$ cat src/rtl/frc_pkg.sv
package frc_pkg;
  localparam int CNT_W = 16;
  localparam int NCH = 4;
  localparam int SYNC_LEN = 2;
  localparam int ADDR_W = $clog2(NCH);
  localparam int RD_W = ADDR_W + 1;
  localparam logic [2:0] MODE_FREE = 3'b101;

  typedef enum logic [1:0] {
    EDGE_NONE = 2'b00,
    EDGE_RISE = 2'b01,
    EDGE_FALL = 2'b10,
    EDGE_BOTH = 2'b11
  } edgeSel_t;

  typedef struct packed {
    logic run;
    logic tick;
    logic [NCH-1:0] capStb;
  } frcStrobe_t;
endpackage

$ cat src/rtl/frc_edge.sv
module frc_edge
  import frc_pkg::*;
#(
  parameter int SYNC_STAGES = SYNC_LEN
) (
  input  logic       clk,
  input  logic       rstN,
  input  logic       pinIn,
  input  logic [1:0] cfg,
  output logic       pulse
);
  logic [SYNC_STAGES-1:0] syncQ;
  logic lastQ;
  logic syncBit;
  logic riseSeen;
  logic fallSeen;

  always_ff @(posedge clk or negedge rstN) begin
    if (!rstN) begin
      syncQ <= '0;
      lastQ <= 1'b0;
    end else begin
      syncQ <= {syncQ[SYNC_STAGES-2:0], pinIn};
      lastQ <= syncQ[SYNC_STAGES-1];
    end
  end

  assign syncBit  = syncQ[SYNC_STAGES-1];
  assign riseSeen = syncBit & ~lastQ;
  assign fallSeen = ~syncBit & lastQ;

  always_comb begin
    unique case (edgeSel_t'(cfg))
      EDGE_RISE: pulse = riseSeen;
      EDGE_FALL: pulse = fallSeen;
      EDGE_BOTH: pulse = riseSeen | fallSeen;
      default:   pulse = 1'b0;
    endcase
  end

  // a disabled detector never fires
  p_cfg_none_r9: assert property (@(posedge clk) disable iff (!rstN)
    (cfg == 2'b00) |-> !pulse);
endmodule

$ cat src/rtl/frc_ctrl.sv
module frc_ctrl
  import frc_pkg::*;
(
  input  logic             clk,
  input  logic             rstN,
  input  logic             cntEnable,
  input  logic [2:0]       modeSel,
  input  logic             clkSrcExt,
  input  logic             tickIn,
  input  logic             evtIn,
  input  logic [1:0]       evtEdgeCfg,
  input  logic [NCH-1:0]   chanCapSel,
  input  logic [NCH-1:0]   trigIn,
  input  logic [2*NCH-1:0] trigEdgeCfg,
  output frcStrobe_t       stb
);
  logic evtPulse;
  logic [NCH-1:0] trigPulse;
  logic runNow;

  frc_edge u_evtEdge (
    .clk(clk), .rstN(rstN), .pinIn(evtIn), .cfg(evtEdgeCfg), .pulse(evtPulse)
  );

  for (genvar i = 0; i < NCH; i++) begin : g_trig
    frc_edge u_trigEdge (
      .clk(clk), .rstN(rstN), .pinIn(trigIn[i]),
      .cfg(trigEdgeCfg[2*i+1:2*i]), .pulse(trigPulse[i])
    );
  end

  assign runNow     = cntEnable && (modeSel == MODE_FREE);
  assign stb.run    = runNow;
  assign stb.tick   = runNow && (clkSrcExt ? evtPulse : tickIn);
  assign stb.capStb = {NCH{runNow}} & chanCapSel & trigPulse;

  // with the event source chosen, the tick input alone cannot count
  p_ext_ignores_tick_r3: assert property (@(posedge clk) disable iff (!rstN)
    (clkSrcExt && !evtPulse) |-> !stb.tick);
endmodule

$ cat src/rtl/frc_dpath.sv
module frc_dpath
  import frc_pkg::*;
(
  input  logic              clk,
  input  logic              rstN,
  input  frcStrobe_t        stb,
  input  logic [NCH-1:0]    chanCapSel,
  input  logic              wrEn,
  input  logic [ADDR_W-1:0] wrAddr,
  input  logic [CNT_W-1:0]  wrData,
  input  logic [RD_W-1:0]   rdAddr,
  output logic [CNT_W-1:0]  rdData,
  output logic [NCH-1:0]    timerOut,
  output logic [NCH-1:0]    chanIrq,
  output logic              ovfIrq
);
  localparam logic [RD_W-1:0] CNT_SEL = RD_W'(NCH);

  logic [CNT_W-1:0] cntQ;
  logic [CNT_W-1:0] cntNext;
  logic [CNT_W-1:0] chanReg [NCH];

  assign cntNext = cntQ + 1'b1;

  always_ff @(posedge clk or negedge rstN) begin
    if (!rstN) begin
      cntQ   <= '0;
      ovfIrq <= 1'b0;
    end else begin
      ovfIrq <= stb.tick && (cntQ == '1);
      if (!stb.run) cntQ <= '0;
      else if (stb.tick) cntQ <= cntNext;
    end
  end

  for (genvar i = 0; i < NCH; i++) begin : g_chan
    logic cmpHit;
    logic irqQ;
    logic outQ;

    assign cmpHit = stb.tick && !chanCapSel[i] && (cntNext == chanReg[i]);

    always_ff @(posedge clk or negedge rstN) begin
      if (!rstN) begin
        chanReg[i] <= '0;
        irqQ       <= 1'b0;
        outQ       <= 1'b0;
      end else begin
        if (stb.capStb[i]) chanReg[i] <= cntQ;
        else if (wrEn && (wrAddr == ADDR_W'(i))) chanReg[i] <= wrData;
        irqQ <= cmpHit || stb.capStb[i];
        if (!stb.run || chanCapSel[i]) outQ <= 1'b0;
        else if (cmpHit) outQ <= ~outQ;
      end
    end

    assign chanIrq[i]  = irqQ;
    assign timerOut[i] = outQ;

    // a capture channel never drives its output
    p_cap_out_low_r7: assert property (@(posedge clk) disable iff (!rstN)
      chanCapSel[i] |=> !timerOut[i]);
    // a match pulses the interrupt and flips the output
    p_cmp_toggle_r5: assert property (@(posedge clk) disable iff (!rstN)
      (stb.tick && !chanCapSel[i] && (cntNext == chanReg[i]))
        |=> (chanIrq[i] && (timerOut[i] != $past(timerOut[i]))));
  end

  always_comb begin
    if (rdAddr < CNT_SEL) rdData = chanReg[rdAddr[ADDR_W-1:0]];
    else if (rdAddr == CNT_SEL) rdData = cntQ;
    else rdData = '0;
  end

  // a stopped timer sits at zero
  p_idle_zero_r1: assert property (@(posedge clk) disable iff (!rstN)
    !stb.run |=> (cntQ == '0));
  // no tick, no movement
  p_hold_r2: assert property (@(posedge clk) disable iff (!rstN)
    (stb.run && !stb.tick) |=> $stable(cntQ));
  // wrap to zero with an overflow pulse
  p_wrap_ovf_r4: assert property (@(posedge clk) disable iff (!rstN)
    (stb.tick && (cntQ == '1)) |=> (ovfIrq && (cntQ == '0)));
endmodule

$ cat src/rtl/frc_timer.sv
module frc_timer
  import frc_pkg::*;
(
  input  logic             clk,
  input  logic             rstN,
  input  logic             cntEnable,
  input  logic [2:0]       modeSel,
  input  logic             clkSrcExt,
  input  logic             tickIn,
  input  logic             evtIn,
  input  logic [1:0]       evtEdgeCfg,
  input  logic [3:0]       chanCapSel,
  input  logic [3:0]       trigIn,
  input  logic [7:0]       trigEdgeCfg,
  input  logic             wrEn,
  input  logic [1:0]       wrAddr,
  input  logic [15:0]      wrData,
  input  logic [2:0]       rdAddr,
  output logic [15:0]      rdData,
  output logic [3:0]       timerOut,
  output logic [3:0]       chanIrq,
  output logic             ovfIrq
);
  frcStrobe_t stb;

  frc_ctrl u_ctrl (
    .clk(clk), .rstN(rstN), .cntEnable(cntEnable), .modeSel(modeSel),
    .clkSrcExt(clkSrcExt), .tickIn(tickIn), .evtIn(evtIn),
    .evtEdgeCfg(evtEdgeCfg), .chanCapSel(chanCapSel), .trigIn(trigIn),
    .trigEdgeCfg(trigEdgeCfg), .stb(stb)
  );

  frc_dpath u_dpath (
    .clk(clk), .rstN(rstN), .stb(stb), .chanCapSel(chanCapSel),
    .wrEn(wrEn), .wrAddr(wrAddr), .wrData(wrData), .rdAddr(rdAddr),
    .rdData(rdData), .timerOut(timerOut), .chanIrq(chanIrq), .ovfIrq(ovfIrq)
  );
endmodule

$ cat config.mk
export PLATFORM = sky130hd
export DESIGN_NAME = frc_timer
export DESIGN_NICKNAME = d
export VERILOG_FILES = /design/src/rtl/frc_pkg.sv /design/src/rtl/frc_edge.sv /design/src/rtl/frc_ctrl.sv /design/src/rtl/frc_dpath.sv /design/src/rtl/frc_timer.sv
export SDC_FILE = /design/constraint.sdc
export NUM_CORES = 1
export LEC_CHECK = 0
export ABC_AREA = 1
export CAP_MARGIN = 20
export CORE_MARGIN = 4
export CORE_UTILIZATION = 45
export CTS_CLUSTER_DIAMETER = 30
export DETAILED_ROUTE_END_ITERATION = 10
export PLACE_DENSITY = 0.66
export SLEW_MARGIN = 20
export SYNTH_ARGS = -nofsm -noshare
export SYNTH_HDL_FRONTEND = slang
export SYNTH_SLANG_ARGS = --single-unit
$ cat constraint.sdc
create_clock -name clk -period 2.4 [get_ports clk]
set_input_delay 0.48 -clock clk [delete_from_list [all_inputs] [get_ports clk]]
set_output_delay 0.48 -clock clk [all_outputs]
set_load 0.005 [all_outputs]
Word level (Yosys, flattened, before mapping)
Cells that the tools add are included.
{"block": "op_classes", "n_addsub": 1, "n_reduce_logical": 37, "muxes": 29, "magnitude_cmp": 2, "eq_ne": 26, "bitwise": 32}
{"operator": "16-bit two-way mux", "count": 14}
{"operator": "16-bit == test", "count": 4}
{"operator": "16-bit binary-select mux with 2-bit select", "count": 1}
{"operator": "2-bit == test, second input constant", "count": 12}
{"operator": "16-bit by 1-bit adder with 16-bit output, second input constant", "count": 1}
{"operator": "16-bit == test, second input constant", "count": 1}
{"operator": "2-bit nonzero test", "count": 8}
{"operator": "1-bit logical AND", "count": 15}
{"operator": "1-bit case mux with 3 select lines", "count": 5}
{"operator": "1-bit NOT", "count": 14}
{"operator": "2-bit by 1-bit == test with 1-bit output, second input constant", "count": 6}
{"operator": "1-bit AND", "count": 10}
{"operator": "1-bit two-way mux", "count": 9}
{"operator": "4-bit AND", "count": 2}
{"operator": "1-bit logical OR", "count": 8}
{"operator": "3-bit == test, second input constant", "count": 2}
{"operator": "1-bit zero test", "count": 5}
{"operator": "1-bit OR", "count": 5}
{"operator": "3-bit >= comparator, second input constant", "count": 1}
{"operator": "3-bit < comparator, second input constant", "count": 1}
{"operator": "2-bit NOT with 3-bit output", "count": 1}
{"operator": "2-bit zero test", "count": 1}
{"operator": "2-bit by 1-bit inequality test with 1-bit output, second input constant", "count": 1}
{"block": "totals", "input_bits": 49, "reg_bits": 104, "wordCells": 151}

Logic depth before layout (Yosys ltp)
{"block": "logic_depth", "word_depth": 10, "mapped_depth": 16, "depth_no_buf": 16}

By module
A second synthesis with hierarchy kept.
{"block": "hier_totals", "hier_cells": 1121, "hier_area_um2": 7513.5}
{"mod": "frc_dpath", "seq_area_each_um2": 2227.1, "n_inst": 1, "area_each_um2": 6713.9, "cells_per_inst": 1030}
{"mod": "frc_edge", "seq_area_each_um2": 75.1, "n_inst": 5, "area_each_um2": 138.9, "cells_per_inst": 14}
{"mod": "frc_ctrl", "seq_area_each_um2": 0.0, "n_inst": 1, "area_each_um2": 105.1, "cells_per_inst": 21}

Worst setup path after synthesis
Ideal clock, no wire load.
{"block": "synth_timing", "path_kind": "reg2reg", "startpoint": "reg u_dpath.cntQ[1]", "endpoint": "reg u_dpath.g_chan[1].outQ", "path_buffers": 0, "setup_time_ns": 0.119, "required_ns": 2.281, "setup_slack_ns": 0.579, "arrival_time_ns": 1.702, "path_stages_with_launch": 15, "cell_sequence": "dfrtp_1 ha_1 nand2_1 nor2_4 nand3_1 nand2_1 nand2_2 nand2_1 nand2_1 nor2_1 nand2_1 nor2_2 nand3_1 nand2_1 nor2_1"}
{"block": "synth_via", "elab_chain_len": 4}
{"item": "start: declaration", "line_no": "frc_dpath.sv:19", "rtl": "logic [CNT_W-1:0] cntQ;"}
{"item": "start signal: assignment", "line_no": "frc_dpath.sv:32", "rtl": "else if (stb.tick) cntQ <= cntNext;"}
{"item": "16-bit by 1-bit adder with 16-bit output", "line_no": "frc_dpath.sv:23", "rtl": "assign cntNext = cntQ + 1'b1;"}
{"item": "16-bit == test", "line_no": "frc_dpath.sv:41", "rtl": "assign cmpHit = stb.tick && !chanCapSel[i] && (cntNext == chanReg[i]);"}
{"item": "1-bit logical AND", "line_no": "frc_dpath.sv:41"}
{"item": "2-bit nonzero test (no source line)"}
{"item": "end signal: assignment", "line_no": "frc_dpath.sv:53", "rtl": "else if (cmpHit) outQ <= ~outQ;"}
{"item": "end: declaration", "line_no": "frc_dpath.sv:39", "rtl": "logic outQ;"}
No other way between the ends.
A chain may end at the register's enable or synchronous reset.

Worst setup path after layout
{"block": "layout_timing", "startpoint": "in rdAddr[2]", "endpoint": "out rdData[9]"}
{"block": "layout_via", "elab_chain_len": 3}
{"item": "start: declaration", "line_no": "frc_timer.sv:18", "rtl": "input logic [2:0] rdAddr,"}
{"item": "branches (longest 2 deep; another with 3-bit < comparator)"}
{"item": "16-bit two-way mux (*)", "line_no": "frc_dpath.sv:70", "rtl": "if (rdAddr < CNT_SEL) rdData = chanReg[rdAddr[ADDR_W-1:0]];"}
{"item": "end: declaration", "line_no": "frc_timer.sv:19", "rtl": "output logic [15:0] rdData,"}
Every way passes the cells marked *.

==> metrics.md <==
| Metric | Value |
|---|---|
| Post-layout net count | 1087 |
| Initial DRC Count | 767 |
| Worst setup EP type | output pin |
| Fin util | 58.1% |
| Synth Instances | 925 |
| # IOs | 74 |
| Most common cell in the synthesized netlist | nand2_1 |
| Fin crit share | 99.2% |
| Initial Util | 46.0% |
| Clock share of power | 34.2% |
| # setup viols final | 0 |
| Chip height | 130 um |
| Area growth from synthesis to layout | 26.2% |
| Cell types occupying the most area after synthesis | dfrtp_1 39%, nand2_1 12%, nand3_1 12% |
| Worst Path Required | 1.92 ns |
| Layout cell share with drive strength beyond 1 | 11.2% |
| Post-synth design cell area | 6690 um^2 |
| Fillers | 1417 |
| Sequential area share after synthesis | 38.9% |
| Core ar. | 14500 um^2 |
| Hold crit path type | input port to async pin |
| Root Driver | clkbuf_16 |
| Slew @ Worst Pin | 0.480 ns |
| Sw Share | 31.3% |
| Drt total wl | 24000 um |
| Final hold vios | 0 |
| Die ar. | 16900 um^2 |
| Clock skew | 0.00996 ns |
| CTS tree | built |
| Post-DP HPWL | 17200 um |
| Crit path kind | input port to output pin |
| Via Count | 7204 |
| DRC Markers | 0 |
| Clock Pin Slew Worst Setup and Hold Paths | 0.08 ns |
| Post-synth top area cell | dfrtp_1 |
| Largest net degree at the start of global routing | 38 |
| Maxcap violations | 0 |
| Synth Register Bits | 104 |
| Number of port buffers | 73 |
| Die Wd | 130 um |
| # hold bufs at CTS | 0 |
| Overflow after GRT | 0 |
| CP Max Fanout | 11 |
| Most frequent cells after synthesis | 213 x nand2_1, 156 x nand3_1, 119 x inv_1 |
| Vias per std cell | 5.92 |
| Syn. warnings | 0 |
| Sw power | 0.00152 W |
| Total power divided by cell area | 577 nW/um^2 |
| Ys flop type | dfrtp_1 |
| Fin. max-slew vios | 0 |
| Outcome | finished clean |
| Unrepaired setup endpoints after global routing | yes |
| Syn_nets | 985 |
| H-tree depth | 3 |
| Vias in the first global route | 6799 |
| Critical Path Start Type | input port |
| Arr. time, crit path | 1.90 ns |
| Ant diodes | 0 |
| Initial antenna violation count | 0 |
| Leakage power | 3.86 nW |
| Clock Path Buffers | 2 |
| Fmax | 420 MHz |
| VDD IR max | 383 uV |
| Slew headroom | 68.0% |
| Synth unique cells | 32 |
| First-pass GRT wire length | 37300 um |
| Combinational share of power | 22.7% |
| TNS Setup | 0 ns |
| DR pass1 iterations | 6 |
| Routed len/inst | 19.8 um |
| Crit path time final | 2.38 ns |
| Fraction of registers with async set/reset | 100% |
| Total global-route track usage | 29.2% |
| Clock latency on the worst-skew pair | 0.36 ns |
| Inserted Clock Buffers | 9 |
| P_int | 0.00335 W |
| TritonCTS Sinks | 104 |
| Reg power frac | 43.1% |
| Rows | 44 |
| EDFF count, synth | 0 |
| Syn avg cell area | 7.24 um^2 |
| Antenna-violating nets left | 0 |
| Post-synth top area share | 38.9% |
| Final Wtd Congestion | 1.00 |
-- cells by family after synthesis --
group | after synthesis | synth area share [%]
AOI/OAI and AO/OA | 166 | 16.9
DFF | 104 | 38.9
buffers and inverters | 165 | 9.89
xor gates and xnor gates | 9 | 1.38
and+or+nand+nor | 470 | 30.9
adders and majority gates | 11 | 2.06
-- layer usage --
metal,track usage (%),wire (um),share of wire (%),vias to the layer above
met2,46.5,11000,46,419
met1,39.4,9720,40,3351
met3,6.06,2410,10,67
met5,0,0,0,-
met4,11.0,907,3.8,0
li1,-,-,-,3367
-- sequential cells by signal, indices dropped and copies added, names as in the netlist --
signal                          cells
u_ctrl.u_evtEdge.lastQ              1
u_dpath.g_chan.outQ                 4
u_ctrl.g_trig.u_trigEdge.syncQ      8
u_dpath.cntQ                       16
u_ctrl.g_trig.u_trigEdge.lastQ      4
u_ctrl.u_evtEdge.syncQ              2
u_dpath.chanReg                    64
u_dpath.g_chan.irqQ                 4
u_dpath.ovfIrq                      1
-- stage by stage --
step / hold WS (ns) / cell area (um^2) / total power, W / std cells / setup slack (ns)
2_1_floorplan: 0.184 / 6690 / 0.00271 / 925 / 0.579
3_3_place_gp: 0.332 / 8010 / 0.00320 / 1197 / -0.365
3_5_place_dp: 0.338 / 8010 / 0.00321 / 1197 / -0.380
4_1_cts: 0.0924 / 8330 / 0.00486 / 1213 / -0.258
5_1_grt: 0.110 / 8440 / 0.00510 / 1216 / -0.0389
6_report: 0.0755 / 8440 / 0.00487 / 1216 / 0.0197
-- power by group through the flow --
stage / clock network, W / registers (W) / logic [W]
after floorplan: 0 / 0.00208 / 0.000630
after global placement: 0 / 0.00213 / 0.00108
after detailed placement: 0 / 0.00212 / 0.00109
after CTS: 0.00168 / 0.00209 / 0.00108
after global routing: 0.00175 / 0.00212 / 0.00122
final: 0.00167 / 0.00210 / 0.00110
-- cell usage in the layout, fill, tap and decap left out, types with 3 or more instances in the layout --
cell | netlist | routed
nand4_1 | 12 | 12
dlymetal6s2s_1 | 0 | 4
nor2_1 | 66 | 62
o221ai_1 | 62 | 62
o21ai_1 | 2 | 15
nor3_2 | 0 | 4
buf_4 | 8 | 49
nand2_1 | 213 | 207
nand2_2 | 5 | 11
nor2_2 | 3 | 5
inv_1 | 119 | 118
o21ai_2 | 1 | 3
buf_12 | 0 | 8
nor2_4 | 3 | 5
ha_1 | 11 | 10
o21ai_0 | 44 | 29
buf_6 | 1 | 6
dfrtp_1 | 104 | 104
xor2_1 | 6 | 6
clkbuf_16 | 0 | 9
o211ai_1 | 18 | 18
nand3_1 | 156 | 153
o22ai_1 | 13 | 13
dlygate4sd2_1 | 0 | 11
nand3b_1 | 5 | 5
a21oi_1 | 26 | 26
clkdlybuf4s50_1 | 0 | 55
-- worst max-delay path: stages --
cell             delay [ns]
clkdlybuf4s50_1        0.42
inv_1                  0.12
buf_12                 0.15
nand3_1                0.09
o21ai_1                0.10
clkdlybuf4s50_1        0.52
-- timing repair --
item                                    in CTS  in global routing
pin swaps                                    0                  4
buffers inserted                             0                  3
gates resized for setup                     28                 35
endpoints found under the setup margin      16                 22
-- path summary, 6_finish.rpt --
kind | cells after the start | start | to | slack [ns]
setup / recovery | 6 | rdAddr[2] | rdData[9] | 0.02
hold reg to reg | 0 | u_ctrl.g_trig[2].u_trigEdge.syncQ[0] | u_ctrl.g_trig[2].u_trigEdge.syncQ[1] | 0.35
setup reg to reg | 14 | u_dpath.cntQ[0] | u_dpath.g_chan[3].outQ | 0.14
min in group clk | 0 | u_ctrl.g_trig[2].u_trigEdge.syncQ[0] | u_ctrl.g_trig[2].u_trigEdge.syncQ[1] | 0.35
max in group asynchronous | 2 | rstN | u_dpath.chanReg[12] | 1.67
hold / removal | 1 | rstN | u_dpath.chanReg[53] | 0.08
-- cell type report --
cell class                      instances  area [um^2]  share of cell area (%)
Multi-Input combinational cell        656         3530                    41.8
Sequential cell                       104         2600                    30.8
Timing Repair Buffer                  135         1300                    15.4
Inverter                              121          454                    5.38
Tap cell                              184          230                    2.73
Clock buffer                            9          225                    2.67
Clock inverter                          7          103                    1.22
Note: power is estimated with default switching activity, not from simulation.
